===== src/rtl/wavegen_pkg.sv =====
// Package: shared mode encoding for the waveform timer.
// Assumes: the mode port carries exactly these 3-bit codes.
package wavegen_pkg;

    typedef enum logic [2:0] {
        WG_NFRQ    = 3'd0,
        WG_MFRQ    = 3'd1,
        WG_NPWM    = 3'd2,
        WG_RSVD    = 3'd3,
        WG_DS_CRIT = 3'd4,
        WG_DS_BOT  = 3'd5,
        WG_DS_BOTH = 3'd6,
        WG_DS_TOP  = 3'd7
    } wg_mode_e;

endpackage


===== src/rtl/wg_counter.sv =====
// Module: timer counter with single-slope and dual-slope sequencing.
// Single slope: the direction comes from count_down; up wraps top->0,
// down reloads top after 0. Dual slope: internal direction, turning
// at top and at zero. The at_top/at_zero flags are qualified by run.
// Assumes: top may change at any time; counting up past top wraps.
module wg_counter #(
    parameter int CNT_W = 8
) (
    input  logic             clk,
    input  logic             rst_n,
    input  logic             run,
    input  logic             dual,
    input  logic             count_down,
    input  logic [CNT_W-1:0] top,
    output logic [CNT_W-1:0] cnt_o,
    output logic             dir_o,
    output logic             at_top_o,
    output logic             at_zero_o
);

    localparam logic [CNT_W-1:0] CNT_ONE = {{(CNT_W-1){1'b0}}, 1'b1};

    logic [CNT_W-1:0] cnt_q;
    logic             dir_q;
    logic             going_down;

    // Effective direction: dual slope uses its own state.
    assign going_down = dual ? dir_q : count_down;
    assign at_top_o   = run && !going_down && (cnt_q >= top);
    assign at_zero_o  = run && going_down && (cnt_q == '0);
    assign cnt_o      = cnt_q;
    assign dir_o      = going_down;

    // Counter and dual-slope direction update.
    always_ff @(posedge clk) begin
        if (!rst_n) begin
            cnt_q <= '0;
            dir_q <= 1'b0;
        end else if (run) begin
            if (!dual) begin
                dir_q <= 1'b0;
                if (at_top_o)       cnt_q <= '0;
                else if (at_zero_o) cnt_q <= top;
                else if (count_down) cnt_q <= cnt_q - CNT_ONE;
                else                cnt_q <= cnt_q + CNT_ONE;
            end else begin
                if (at_top_o) begin
                    cnt_q <= (top == '0) ? '0 : top - CNT_ONE;
                    dir_q <= (top != '0);
                end else if (at_zero_o) begin
                    cnt_q <= (top == '0) ? '0 : CNT_ONE;
                    dir_q <= 1'b0;
                end else begin
                    cnt_q <= dir_q ? cnt_q - CNT_ONE : cnt_q + CNT_ONE;
                end
            end
        end
    end

endmodule


===== src/rtl/wg_buffer.sv =====
// Module: buffered register (active value plus host buffer).
// A write stores data in the buffer and marks it valid. At an update
// the active value takes the buffer when valid, or always when circular
// is set; circular also moves the old active value into the buffer.
// Assumes: a write in the same cycle as an update wins in the buffer.
module wg_buffer #(
    parameter int             W    = 8,
    parameter logic [W-1:0]   INIT = '0
) (
    input  logic         clk,
    input  logic         rst_n,
    input  logic         wr,
    input  logic [W-1:0] wr_data,
    input  logic         upd,
    input  logic         circ,
    output logic [W-1:0] active_o
);

    logic [W-1:0] act_q;
    logic [W-1:0] buf_q;
    logic         vld_q;
    logic         load;

    assign load     = upd && (vld_q || circ);
    assign active_o = act_q;

    // Active, buffer and valid registers.
    always_ff @(posedge clk) begin
        if (!rst_n) begin
            act_q <= INIT;
            buf_q <= '0;
            vld_q <= 1'b0;
        end else begin
            if (load) act_q <= buf_q;
            if (wr) begin
                buf_q <= wr_data;
                vld_q <= 1'b1;
            end else if (load) begin
                vld_q <= 1'b0;
                if (circ) buf_q <= act_q;
            end
        end
    end

endmodule


===== src/rtl/wg_channel.sv =====
// Module: one compare channel output level.
// Frequency kind toggles on match. Single-slope PWM goes to the
// start level on update (update wins) and to the opposite on match.
// Dual slope drives on match from direction and polarity. Idle forces
// the polarity level.
// Assumes: exactly one of the kind flags is set while running.
module wg_channel (
    input  logic clk,
    input  logic rst_n,
    input  logic run,
    input  logic idle,
    input  logic is_freq,
    input  logic is_npwm,
    input  logic is_dual,
    input  logic pol,
    input  logic dir,
    input  logic match,
    input  logic upd,
    output logic level_o
);

    logic lvl_q;

    assign level_o = lvl_q;

    // Output level update per operation kind.
    always_ff @(posedge clk) begin
        if (!rst_n) begin
            lvl_q <= 1'b0;
        end else if (idle) begin
            lvl_q <= pol;
        end else if (run) begin
            if (is_freq) begin
                if (match) lvl_q <= !lvl_q;
            end else if (is_npwm) begin
                if (upd)        lvl_q <= pol ? dir : !dir;
                else if (match) lvl_q <= pol ? !dir : dir;
            end else if (is_dual) begin
                if (match) lvl_q <= pol ? dir : !dir;
            end
        end
    end

endmodule


===== src/rtl/wg_swap.sv =====
// Module: output pair exchange, output x with output x+NUM_CH/2.
// Assumes: NUM_CH is even.
module wg_swap #(
    parameter int NUM_CH = 4
) (
    input  logic [NUM_CH-1:0]   in_i,
    input  logic [NUM_CH/2-1:0] swap_en,
    output logic [NUM_CH-1:0]   out_o
);

    localparam int HALF = NUM_CH / 2;

    for (genvar i = 0; i < HALF; i++) begin : g_pair
        assign out_o[i]      = swap_en[i] ? in_i[i + HALF] : in_i[i];
        assign out_o[i+HALF] = swap_en[i] ? in_i[i] : in_i[i + HALF];
    end

endmodule


===== src/rtl/wavegen_timer.sv =====
// Module: multi-mode timer waveform generator (top).
// Decodes the mode into the top source, update and overflow points and
// the channel kind, then ties together the counter, buffers, channels
// and pair swap. The overflow pulse is registered.
// Assumes: static controls come from the same clock domain.
module wavegen_timer #(
    parameter int NUM_CH = 4,
    parameter int CNT_W  = 8
) (
    input  logic                    clk,
    input  logic                    rst_n,
    input  logic                    enable,
    input  logic [2:0]              mode,
    input  logic                    count_down,
    input  logic [NUM_CH-1:0]       pol,
    input  logic                    circ_per_en,
    input  logic [NUM_CH-1:0]       circ_cc_en,
    input  logic [NUM_CH/2-1:0]     swap_en,
    input  logic                    per_buf_wr,
    input  logic [CNT_W-1:0]        per_buf_data,
    input  logic [NUM_CH-1:0]       cc_buf_wr,
    input  logic [NUM_CH*CNT_W-1:0] cc_buf_data,
    output logic [NUM_CH-1:0]       wave_o,
    output logic                    ovf_o
);

    import wavegen_pkg::*;

    localparam logic [CNT_W-1:0] PER_INIT = '1;

    wg_mode_e         mode_e;
    logic             idle, run, dual, is_freq, is_npwm;
    logic             at_top, at_zero, upd, ovf_ev, ovf_q, cnt_dir;
    logic [CNT_W-1:0] cnt, top_val, per_act;
    logic [CNT_W-1:0] cc_act [NUM_CH];
    logic [NUM_CH-1:0] wave_q;

    assign mode_e  = wg_mode_e'(mode);
    assign idle    = (mode_e == WG_RSVD);
    assign run     = enable && !idle;
    assign dual    = mode[2];
    assign is_freq = (mode_e == WG_NFRQ) || (mode_e == WG_MFRQ);
    assign is_npwm = (mode_e == WG_NPWM);
    assign top_val = (mode_e == WG_MFRQ) ? cc_act[0] : per_act;
    assign ovf_o   = ovf_q;

    // Update and overflow instants per mode.
    always_comb begin
        unique case (mode_e)
            WG_NFRQ, WG_MFRQ, WG_NPWM: begin
                upd    = at_top || at_zero;
                ovf_ev = at_top || at_zero;
            end
            WG_DS_CRIT, WG_DS_BOT: begin
                upd    = at_zero;
                ovf_ev = at_zero;
            end
            WG_DS_BOTH: begin
                upd    = at_top || at_zero;
                ovf_ev = at_top || at_zero;
            end
            WG_DS_TOP: begin
                upd    = at_zero;
                ovf_ev = at_top;
            end
            default: begin
                upd    = 1'b0;
                ovf_ev = 1'b0;
            end
        endcase
    end

    // Registered overflow pulse.
    always_ff @(posedge clk) begin
        if (!rst_n) ovf_q <= 1'b0;
        else        ovf_q <= ovf_ev;
    end

    wg_counter #(.CNT_W(CNT_W)) u_counter (
        .clk        (clk),
        .rst_n      (rst_n),
        .run        (run),
        .dual       (dual),
        .count_down (count_down),
        .top        (top_val),
        .cnt_o      (cnt),
        .dir_o      (cnt_dir),
        .at_top_o   (at_top),
        .at_zero_o  (at_zero)
    );

    wg_buffer #(.W(CNT_W), .INIT(PER_INIT)) u_per_buf (
        .clk      (clk),
        .rst_n    (rst_n),
        .wr       (per_buf_wr),
        .wr_data  (per_buf_data),
        .upd      (upd),
        .circ     (circ_per_en),
        .active_o (per_act)
    );

    for (genvar i = 0; i < NUM_CH; i++) begin : g_ch
        wg_buffer #(.W(CNT_W), .INIT('0)) u_cc_buf (
            .clk      (clk),
            .rst_n    (rst_n),
            .wr       (cc_buf_wr[i]),
            .wr_data  (cc_buf_data[i*CNT_W +: CNT_W]),
            .upd      (upd),
            .circ     (circ_cc_en[i]),
            .active_o (cc_act[i])
        );

        wg_channel u_chan (
            .clk     (clk),
            .rst_n   (rst_n),
            .run     (run),
            .idle    (idle),
            .is_freq (is_freq),
            .is_npwm (is_npwm),
            .is_dual (dual),
            .pol     (pol[i]),
            .dir     (cnt_dir),
            .match   (run && (cnt == cc_act[i])),
            .upd     (upd),
            .level_o (wave_q[i])
        );
    end

    wg_swap #(.NUM_CH(NUM_CH)) u_swap (
        .in_i    (wave_q),
        .swap_en (swap_en),
        .out_o   (wave_o)
    );

endmodule


===== config.mk =====
export PLATFORM = sky130hd
export DESIGN_NAME = wavegen_timer
export DESIGN_NICKNAME = d
export VERILOG_FILES = /design/src/rtl/wavegen_pkg.sv /design/src/rtl/wg_counter.sv /design/src/rtl/wg_buffer.sv /design/src/rtl/wg_channel.sv /design/src/rtl/wg_swap.sv /design/src/rtl/wavegen_timer.sv
export SDC_FILE = /design/constraint.sdc
export NUM_CORES = 1
export LEC_CHECK = 0
export CAP_MARGIN = 20
export CORE_MARGIN = 10
export CORE_UTILIZATION = 45
export CTS_BUF_LIST = sky130_fd_sc_hd__clkbuf_4
export DETAILED_ROUTE_END_ITERATION = 10
export GPL_TIMING_DRIVEN = 1
export PLACE_DENSITY = 0.67
export SLEW_MARGIN = 5
export SYNTH_ARGS = -nofsm -noshare
export SYNTH_HDL_FRONTEND = slang
export SYNTH_HIERARCHICAL = 1
export SYNTH_SLANG_ARGS = --single-unit

===== constraint.sdc =====
create_clock -name clk -period 15.56 [get_ports clk]
set_input_delay 2.334 -clock clk [delete_from_list [all_inputs] [get_ports clk]]
set_output_delay 2.334 -clock clk [all_outputs]
set_load 0.03 [all_outputs]

==> impl_metrics.env, run 1 <==
export IMPL_status="complete, no violations"
export IMPL_end_kind="flop"
export IMPL_crit_fanout=106
export IMPL_cts_resized_gates=0
export IMPL_nets=829
export IMPL_synth_most_common_cell="dfxtp_1"
export IMPL_holdBufCountCts=0
export IMPL_yosys_area_top_type="dfxtp_1"
export IMPL_clockBufferDepth=2
export IMPL_hold_viol=0
export IMPL_final_cell_area_um2=7220
export IMPL_ys_ff_latch=99
export IMPL_initial_core_util_pct=46.5
export IMPL_grt_max_degree=107
export IMPL_overflow=0
export IMPL_dpl_cell_area_um2=7060
export IMPL_drc=0
export IMPL_fp_row_count=43
export IMPL_fin_util_pct=51.4
export IMPL_cts_buffers=9
export IMPL_portBuffers=67
export IMPL_cts_tree="done"
export IMPL_antenna_found_initial=0
export IMPL_cts_setup_buffers=0
export IMPL_die_w_um=140
export IMPL_nFillCells=1354
export IMPL_dp_hpwl_um=11100
export IMPL_period_minus_slack_ns=7.16
export IMPL_syn_area_um2=6530
export IMPL_avgSynthCellArea_um2=8.95
export IMPL_worst_setup_path_type="in2reg"
export IMPL_ir_drop_v=0.0000523
export IMPL_fp_dieH_um=140
export IMPL_boundaryPins=68
export IMPL_cap_violations=0
export IMPL_synthTopCellsByCount="99 x dfxtp_1, 76 x nand2_1, 46 x xnor2_1, 42 x mux2i_1, 41 x nand2b_1"
export IMPL_diodes=0
export IMPL_synth_fp_nets=804
export IMPL_synth_top_area_share_pct=30.4
export IMPL_vias_per_cell=5.77
export IMPL_place_congestion=0.907
export IMPL_synth_edf_count=0
export IMPL_post_drt_wl_per_cell_um=17.2
export IMPL_relSlewSlack_pct=33.5
export IMPL_wl_um=16100
export IMPL_maxSlewViolCount=0
export IMPL_rsz0062_at_grt="false"
export IMPL_startpoint_type="primary input"
export IMPL_grt_usage_pct=16.0
export IMPL_antenna_left=0
export IMPL_max_freq_ghz=0.140
export IMPL_tns_ns=0
export IMPL_synth_top_flop_cell="dfxtp_1"
export IMPL_synth_cell_types=64
export IMPL_critical_path_arrival_ns=7.54
export IMPL_synth_area_top_cells="dfxtp_1 30%, mux2i_1 6.4%, xnor2_1 6.2%"
export IMPL_critical_path_required_ns=15.93
export IMPL_finalPower_w=0.000546
export IMPL_setup_viol_count_final=0
export IMPL_tightest_slew_ns=0.987
export IMPL_area_growth_pct=10.6
export IMPL_ys_warn_count=6
export IMPL_drt_iter0_drc=283
export IMPL_hold_ws_ns=0.468
export IMPL_synthCells=729
export IMPL_cts_num_sinks=99
export IMPL_skew_ns=0.0119
export IMPL_vias=5415
export IMPL_seq_area_frac_synth_pct=30.4
export IMPL_grt_pass1_wl_um=26900
export IMPL_htreeDepth=3
export IMPL_fp_dieArea_um2=19700
export IMPL_grt_pass1_vias=5379
export IMPL_clkTransAtPathRegs_ns=0.14
export IMPL_power_leakage_nw=2.89
export IMPL_drt_first_pass_iters=5
export IMPL_drive_above_1_share_pct=10.5
export IMPL_core_area_um2=14000
export IMPL_min_delay_path_class="reg2reg"
export IMPL_clock_tree_root_cell="clkbuf_4"
export IMPL_period_share_pct=46.0
export IMPL_pwr_density_cell_nw_per_um2=75.6
export IMPL_async_reset_ff_share_pct=0
export IMPL_clk_latency_ns=0.47
## critical path: stages
cell,delay (ns)
clkdlybuf4s50_1,0.83
nor2_2,0.69
and2_4,0.35
mux2_4,0.34
ha_1,0.30
nand2b_1,0.15
a2111o_1,0.40
a21oi_1,0.21
or2_2,0.26
inv_1,0.15
a21oi_1,0.29
nor2_4,0.06
buf_4,0.38
and3_2,0.38
o311a_1,0.32
## worst paths after layout
kind | start | depth (start not counted) | slack [ns] | endpoint
worst max-delay path | mode[2] | 15 | 8.40 | g_ch[3].u_cc_buf/buf_q[1]
worst min-delay path | g_ch[1].u_cc_buf/buf_q[0] | 2 | 0.47 | g_ch[1].u_cc_buf/active_o[0]
worst max register to register | u_counter/cnt_o[0] | 11 | 11.51 | g_ch[2].u_chan/level_o
worst min register to register | g_ch[1].u_cc_buf/buf_q[0] | 2 | 0.47 | g_ch[1].u_cc_buf/active_o[0]
## cell usage in the layout, fill, tap and decap left out, types with 17 or more instances in the layout
cell and n:
xnor2_1 46, clkdlybuf4s50_1 66, and3_1 17, dfxtp_1 99, o311a_1 40, nand2_1 76
inv_1 27, a21oi_1 17, a21boi_0 25, and3_2 25, o211ai_1 17, nand2b_1 41
mux2i_1 42
## kinds of logic (layout without fill, tap and decap cells)
kind of cell | Yosys count | count (layout) | share of synthesized area (%)
simple gates | 250 | 250 | 21.4
compound gates | 179 | 179 | 22.4
flops | 99 | 99 | 30.4
buf+inv | 84 | 114 | 7.52
mux | 56 | 56 | 9.49
xor+xnor | 49 | 49 | 6.58
fa+ha+maj | 12 | 12 | 2.30
## through the flow
step	setup slack, ns	cells
final	8.40	939
after global routing	8.02	939
after CTS	8.49	938
after detailed placement	7.97	922
after global placement	8.14	922
after floorplan	8.92	729
## metal layers
layer / track usage (%) / vias up / part of all wire [%]
met5: 0 / - / 0
met4: 5.60 / 0 / 1.6
met1: 21.2 / 2587 / 48
met3: 3.18 / 19 / 4.4
li1: - / 2677 / -
met2: 25.3 / 132 / 46
## where the power goes
group / switching (W) / internal [W]
Sequential: 0.0000156 / 0.000265
Clock: 0.0000875 / 0.0000658
Combinational: 0.0000552 / 0.0000565
Total: 0.000158 / 0.000388
## state kept, by name, summed over array words and instances (netlist names)
signal                  flops
u_counter/dir_q             1
g_ch.u_cc_buf/vld_q         4
ovf_o                       1
u_per_buf/buf_q             8
u_per_buf/active_o          8
u_per_buf/vld_q             1
u_counter/cnt_o             8
g_ch.u_chan/level_o         4
g_ch.u_cc_buf/active_o     32
g_ch.u_cc_buf/buf_q        32
## cell type report
cell class	count	area, µm²	area share (%)
clock buffers	10	75.1	1.04
clock inverters	6	80.1	1.11
inverters	28	105	1.46
multi-input cells	546	4060	56.3
flip-flops and latches	99	1980	27.5
well taps	180	225	3.12
repair buffers	70	688	9.54
No activity file was read; power rests on OpenSTA's default activity.
==> inputs of run 2 (changes only) <==
- clock period: 15.56 -> 6.6 ns (I/O delays scaled with it)
==> impl_metrics.env, run 2 (synthesized netlist as in run 1, its figures left out) <==
export IMPL_status="complete, no violations"
export IMPL_nets=832
export IMPL_cts_resized_gates=0
export IMPL_finalPower_w=0.00124
export IMPL_antenna_left=0
export IMPL_critical_path_required_ns=7.04
export IMPL_setup_slack_ns=1.53
export IMPL_cts_buffers=9
export IMPL_maxSlewViolCount=0
export IMPL_fp_row_count=43
export IMPL_drc=0
export IMPL_drt_iter0_drc=276
export IMPL_max_freq_ghz=0.197
export IMPL_layout_commonest_cell="dfxtp_1"
export IMPL_place_congestion=0.959
export IMPL_vias=5323
export IMPL_initial_core_util_pct=46.5
export IMPL_wl_um=16100
export IMPL_hold_ws_ns=0.465
export IMPL_crit_fanout=55
export IMPL_power_leakage_nw=2.88
export IMPL_grt_usage_pct=15.9
export IMPL_critical_path_arrival_ns=5.51
export IMPL_core_area_um2=14000
export IMPL_dpl_worst_slack_ns=1.02
export IMPL_diodes=0
export IMPL_rsz0062_at_grt="false"
export IMPL_ir_drop_v=0.000118
export IMPL_final_cell_mix="99 x dfxtp_1, 76 x nand2_1, 66 x clkdlybuf4s50_1"
export IMPL_pwr_density_cell_nw_per_um2=172
export IMPL_boundaryPins=68
export IMPL_clk_latency_ns=0.50
export IMPL_die_w_um=140
export IMPL_end_kind="flop"
export IMPL_clkTransAtPathRegs_ns=0.17
export IMPL_startpoint_type="primary input"
export IMPL_cts_tree="done"
export IMPL_tns_ns=0
export IMPL_relSlewSlack_pct=33.5
export IMPL_drive_above_1_share_pct=11.3
export IMPL_clock_tree_root_cell="clkbuf_4"
export IMPL_drt_first_pass_iters=4
export IMPL_post_drt_wl_per_cell_um=17.1
export IMPL_fp_dieArea_um2=19700
export IMPL_cts_setup_buffers=0
export IMPL_min_delay_path_class="reg2reg"
export IMPL_htreeDepth=3
export IMPL_skew_ns=0.0233
export IMPL_overflow=0
export IMPL_grt_pass1_vias=5284
export IMPL_period_minus_slack_ns=5.07
export IMPL_cap_violations=0
export IMPL_setup_viol_count_final=0
export IMPL_antenna_found_initial=0
export IMPL_worst_setup_path_type="in2reg"
export IMPL_fp_dieH_um=140
export IMPL_multiInputGateArea_um2=4060
export IMPL_period_share_pct=76.8
export IMPL_grt_max_degree=88
export IMPL_dp_hpwl_um=11300
export IMPL_nFillCells=1327
export IMPL_area_growth_pct=10.7
export IMPL_tightest_slew_ns=0.987
export IMPL_hold_viol=0
export IMPL_grt_pass1_wl_um=26400
export IMPL_portBuffers=67
export IMPL_vias_per_cell=5.65
export IMPL_holdBufCountCts=0
export IMPL_clockBufferDepth=2
export IMPL_regArea_um2=1980
export IMPL_cts_num_sinks=99
## run 2: changes by cell type in the layout (fill, tap and decap cells not counted), moves of 2 or more
cell | before | now
clkinv_1 | 3 | 0
clkinvlp_4 | 0 | 3
bufinv_16 | 2 | 0
buf_4 | 3 | 5
## run 2: path summary, 6_finish.rpt
| check | to | slack [ns] | cells after the start | from |
|---|---|---|---|---|
| setup / recovery | g_ch[3].u_chan/level_o | 1.53 | 19 | mode[1] |
| hold / removal | g_ch[2].u_cc_buf/active_o[6] | 0.47 | 2 | g_ch[2].u_cc_buf/buf_q[6] |
| setup reg to reg | g_ch[3].u_chan/level_o | 2.58 | 14 | u_counter/cnt_o[0] |
| hold reg to reg | g_ch[2].u_cc_buf/active_o[6] | 0.47 | 2 | g_ch[2].u_cc_buf/buf_q[6] |
## run 2: worst max-delay path: stages
cell and delay, ns:
clkdlybuf4s50_1 0.48, nor2_2 0.13, buf_4 0.21, and2_4 0.27, mux2_4 0.36, inv_1 0.10
ha_1 0.18, o21ai_0 0.08, a21oi_1 0.15, a21oi_1 0.11, or2_2 0.37, inv_1 0.20
a21oi_1 0.16, nor2_4 0.78, buf_12 0.31, nor2b_1 0.09, xnor2_1 0.15, a211o_1 0.32
o211ai_2 0.06
## run 2: layout make-up
cell class	count	share of cell area, %
clock buffers	9	0.935
clock inverters	7	0.831
inverters	28	1.46
multi-input cells	546	56.2
flip-flops and latches	99	27.4
well taps	180	3.12
repair buffers	73	10.0
## run 2: stage by stage
stage / cells / cell area (µm²) / util (%)
CTS: 941 / 7220 / 51.4
detailed placement: 925 / 7090 / 50.5
finish: 942 / 7220 / 51.4
global placement: 925 / 7090 / 50.5
global route: 942 / 7220 / 51.4
floorplan: 729 / 6530 / -
## run 2: report_power, final
part | switching, W | internal (W) | leakage, nW
Sequential | 0.0000365 | 0.000625 | 0.812
Combinational | 0.000131 | 0.000135 | 2.01
Clock | 0.000232 | 0.0000824 | 0.0607
Total | 0.000399 | 0.000842 | 2.88
## run 2: layer usage
layer  GRT usage [%]  up-vias  wire length, µm
li1                -     2668                -
met5               0        -                0
met4            6.41        0              281
met2            24.5      114             7280
met3            3.55       22              795
met1            20.9     2519             7780
==> inputs of run 3 (changes only) <==
- PLACE_DENSITY: 0.67 -> 0.69
- clock period: 6.6 -> 4.6 ns (I/O delays scaled with it)
==> impl_metrics.env, run 3 (synthesized netlist as in run 1, its figures left out) <==
export IMPL_status="complete, no violations"
export IMPL_portBuffers=67
export IMPL_power_leakage_nw=2.91
export IMPL_tightest_slew_ns=0.979
export IMPL_cts_buffers=9
export IMPL_use_met3_pct=3.85
export IMPL_maxSlewViolCount=0
export IMPL_grt_util_met2_pct=24.6
export IMPL_vias=5423
export IMPL_cts_tree="done"
export IMPL_nets=838
export IMPL_area_growth_pct=11.2
export IMPL_busiest_layer="met2"
export IMPL_timing_rr_end="g_ch[3].u_chan/level_o"
export IMPL_grt_max_degree=94
export IMPL_rsz0062_at_grt="false"
export IMPL_drc=0
export IMPL_end_kind="flop"
export IMPL_startpoint="mode[1]"
export IMPL_period_minus_slack_ns=3.97
export IMPL_crit_fanout=14
export IMPL_drt_iter0_drc=324
export IMPL_holdBufCountCts=0
export IMPL_layout_commonest_cell="dfxtp_1"
export IMPL_vias_per_cell=5.72
export IMPL_worst_setup_path_type="in2reg"
export IMPL_r2r_start="u_counter/cnt_o[0]"
export IMPL_grt_usage_pct=15.3
export IMPL_antenna_left=0
export IMPL_post_drt_wl_per_cell_um=16.5
export IMPL_fp_dieH_um=140
export IMPL_period_share_pct=86.3
export IMPL_hold_viol=0
export IMPL_critical_path_arrival_ns=4.39
export IMPL_skew_ns=0.0213
export IMPL_antenna_found_initial=0
export IMPL_pwr_density_cell_nw_per_um2=240
export IMPL_diodes=0
export IMPL_clk_latency_ns=0.48
export IMPL_dp_hpwl_um=10900
export IMPL_cap_violations=0
export IMPL_grt_pass1_vias=5318
export IMPL_critical_path_required_ns=5.02
export IMPL_use_met1_pct=19.4
export IMPL_fp_row_count=43
export IMPL_tns_ns=0
export IMPL_die_w_um=140
export IMPL_htreeDepth=3
export IMPL_worstHoldStart="g_ch[2].u_cc_buf/buf_q[2]"
export IMPL_fp_dieArea_um2=19700
export IMPL_grt_pass1_wl_um=25800
export IMPL_core_area_um2=14000
export IMPL_clockBufferDepth=2
export IMPL_ir_drop_v=0.000160
export IMPL_relSlewSlack_pct=34.6
export IMPL_reg2regPathDepth=14
export IMPL_startpoint_type="primary input"
export IMPL_drive_above_1_share_pct=11.7
export IMPL_initial_core_util_pct=46.5
export IMPL_crit_end="g_ch[3].u_chan/level_o"
export IMPL_setup_viol_count_final=0
export IMPL_min_delay_path_class="reg2reg"
export IMPL_overflow=0
export IMPL_cts_setup_buffers=0
export IMPL_hold_ws_ns=0.462
export IMPL_cts_resized_gates=0
export IMPL_final_cell_mix="99 x dfxtp_1, 76 x nand2_1, 66 x clkdlybuf4s50_1"
export IMPL_wl_um=15600
export IMPL_boundaryPins=68
export IMPL_cts_num_sinks=99
export IMPL_r2r_slack_ns=1.09
export IMPL_drt_first_pass_iters=5
export IMPL_max_freq_ghz=0.252
export IMPL_fin_util_pct=51.7
export IMPL_place_congestion=0.940
export IMPL_clock_tree_root_cell="clkbuf_4"
export IMPL_clkTransAtPathRegs_ns=0.16
## run 3: report_power, final
part / switching [W] / internal, W / leakage, nW
Combinational: 0.000186 / 0.000195 / 2.04
Sequential: 0.0000516 / 0.000897 / 0.812
Clock: 0.000305 / 0.000108 / 0.0534
Total: 0.000542 / 0.00120 / 2.91
## run 3: per-stage QoR
step | total power [W] | cells | area, µm² | setup slack [ns]
4_1_cts | 0.00176 | 948 | 7250 | 0.709
2_1_floorplan | 0.00123 | 729 | 6530 | 0.0925
5_1_grt | 0.00183 | 948 | 7250 | 0.441
3_3_place_gp | 0.00133 | 932 | 7140 | 0.291
3_5_place_dp | 0.00135 | 932 | 7140 | 0.188
6_report | 0.00174 | 948 | 7250 | 0.630
## run 3: critical path: stages
cell	delay (ns)
clkdlybuf4s50_1	0.47
nor2_2	0.15
and2_4	0.19
buf_4	0.18
mux2_4	0.33
inv_1	0.11
ha_1	0.24
a2111o_1	0.36
a21oi_1	0.23
or2_2	0.17
inv_1	0.05
a21oi_1	0.26
nor2_4	0.09
buf_4	0.19
nor2b_1	0.15
o211ai_2	0.18
o21ba_1	0.19
o211ai_2	0.15
## run 3: worst min path at each step
stage,endpoint,depth (start not counted)
3_3_place_gp,g_ch[1].u_cc_buf/active_o[7],2
5_1_grt,g_ch[2].u_cc_buf/active_o[2],2
6_report,g_ch[2].u_cc_buf/active_o[2],2
2_1_floorplan,g_ch[1].u_cc_buf/active_o[1],2
3_5_place_dp,g_ch[3].u_cc_buf/active_o[6],2
4_1_cts,g_ch[2].u_cc_buf/active_o[2],2
## run 3: metal layers
metal / up-vias / wire length (µm)
li1: 2687 / -
met3: 18 / 796
met5: - / 0
met1: 2579 / 7320
met4: 0 / 227
met2: 139 / 7280
## run 3: layout make-up
cell class                 instances  area [µm²]
clock buffer                       9        67.6
clock inverter                     7        43.8
timing repair buffer              79         771
inverter                          28         105
tap                              180         225
multi-input combinational        546        4060
fill                            1302        6790
sequential                        99        1980
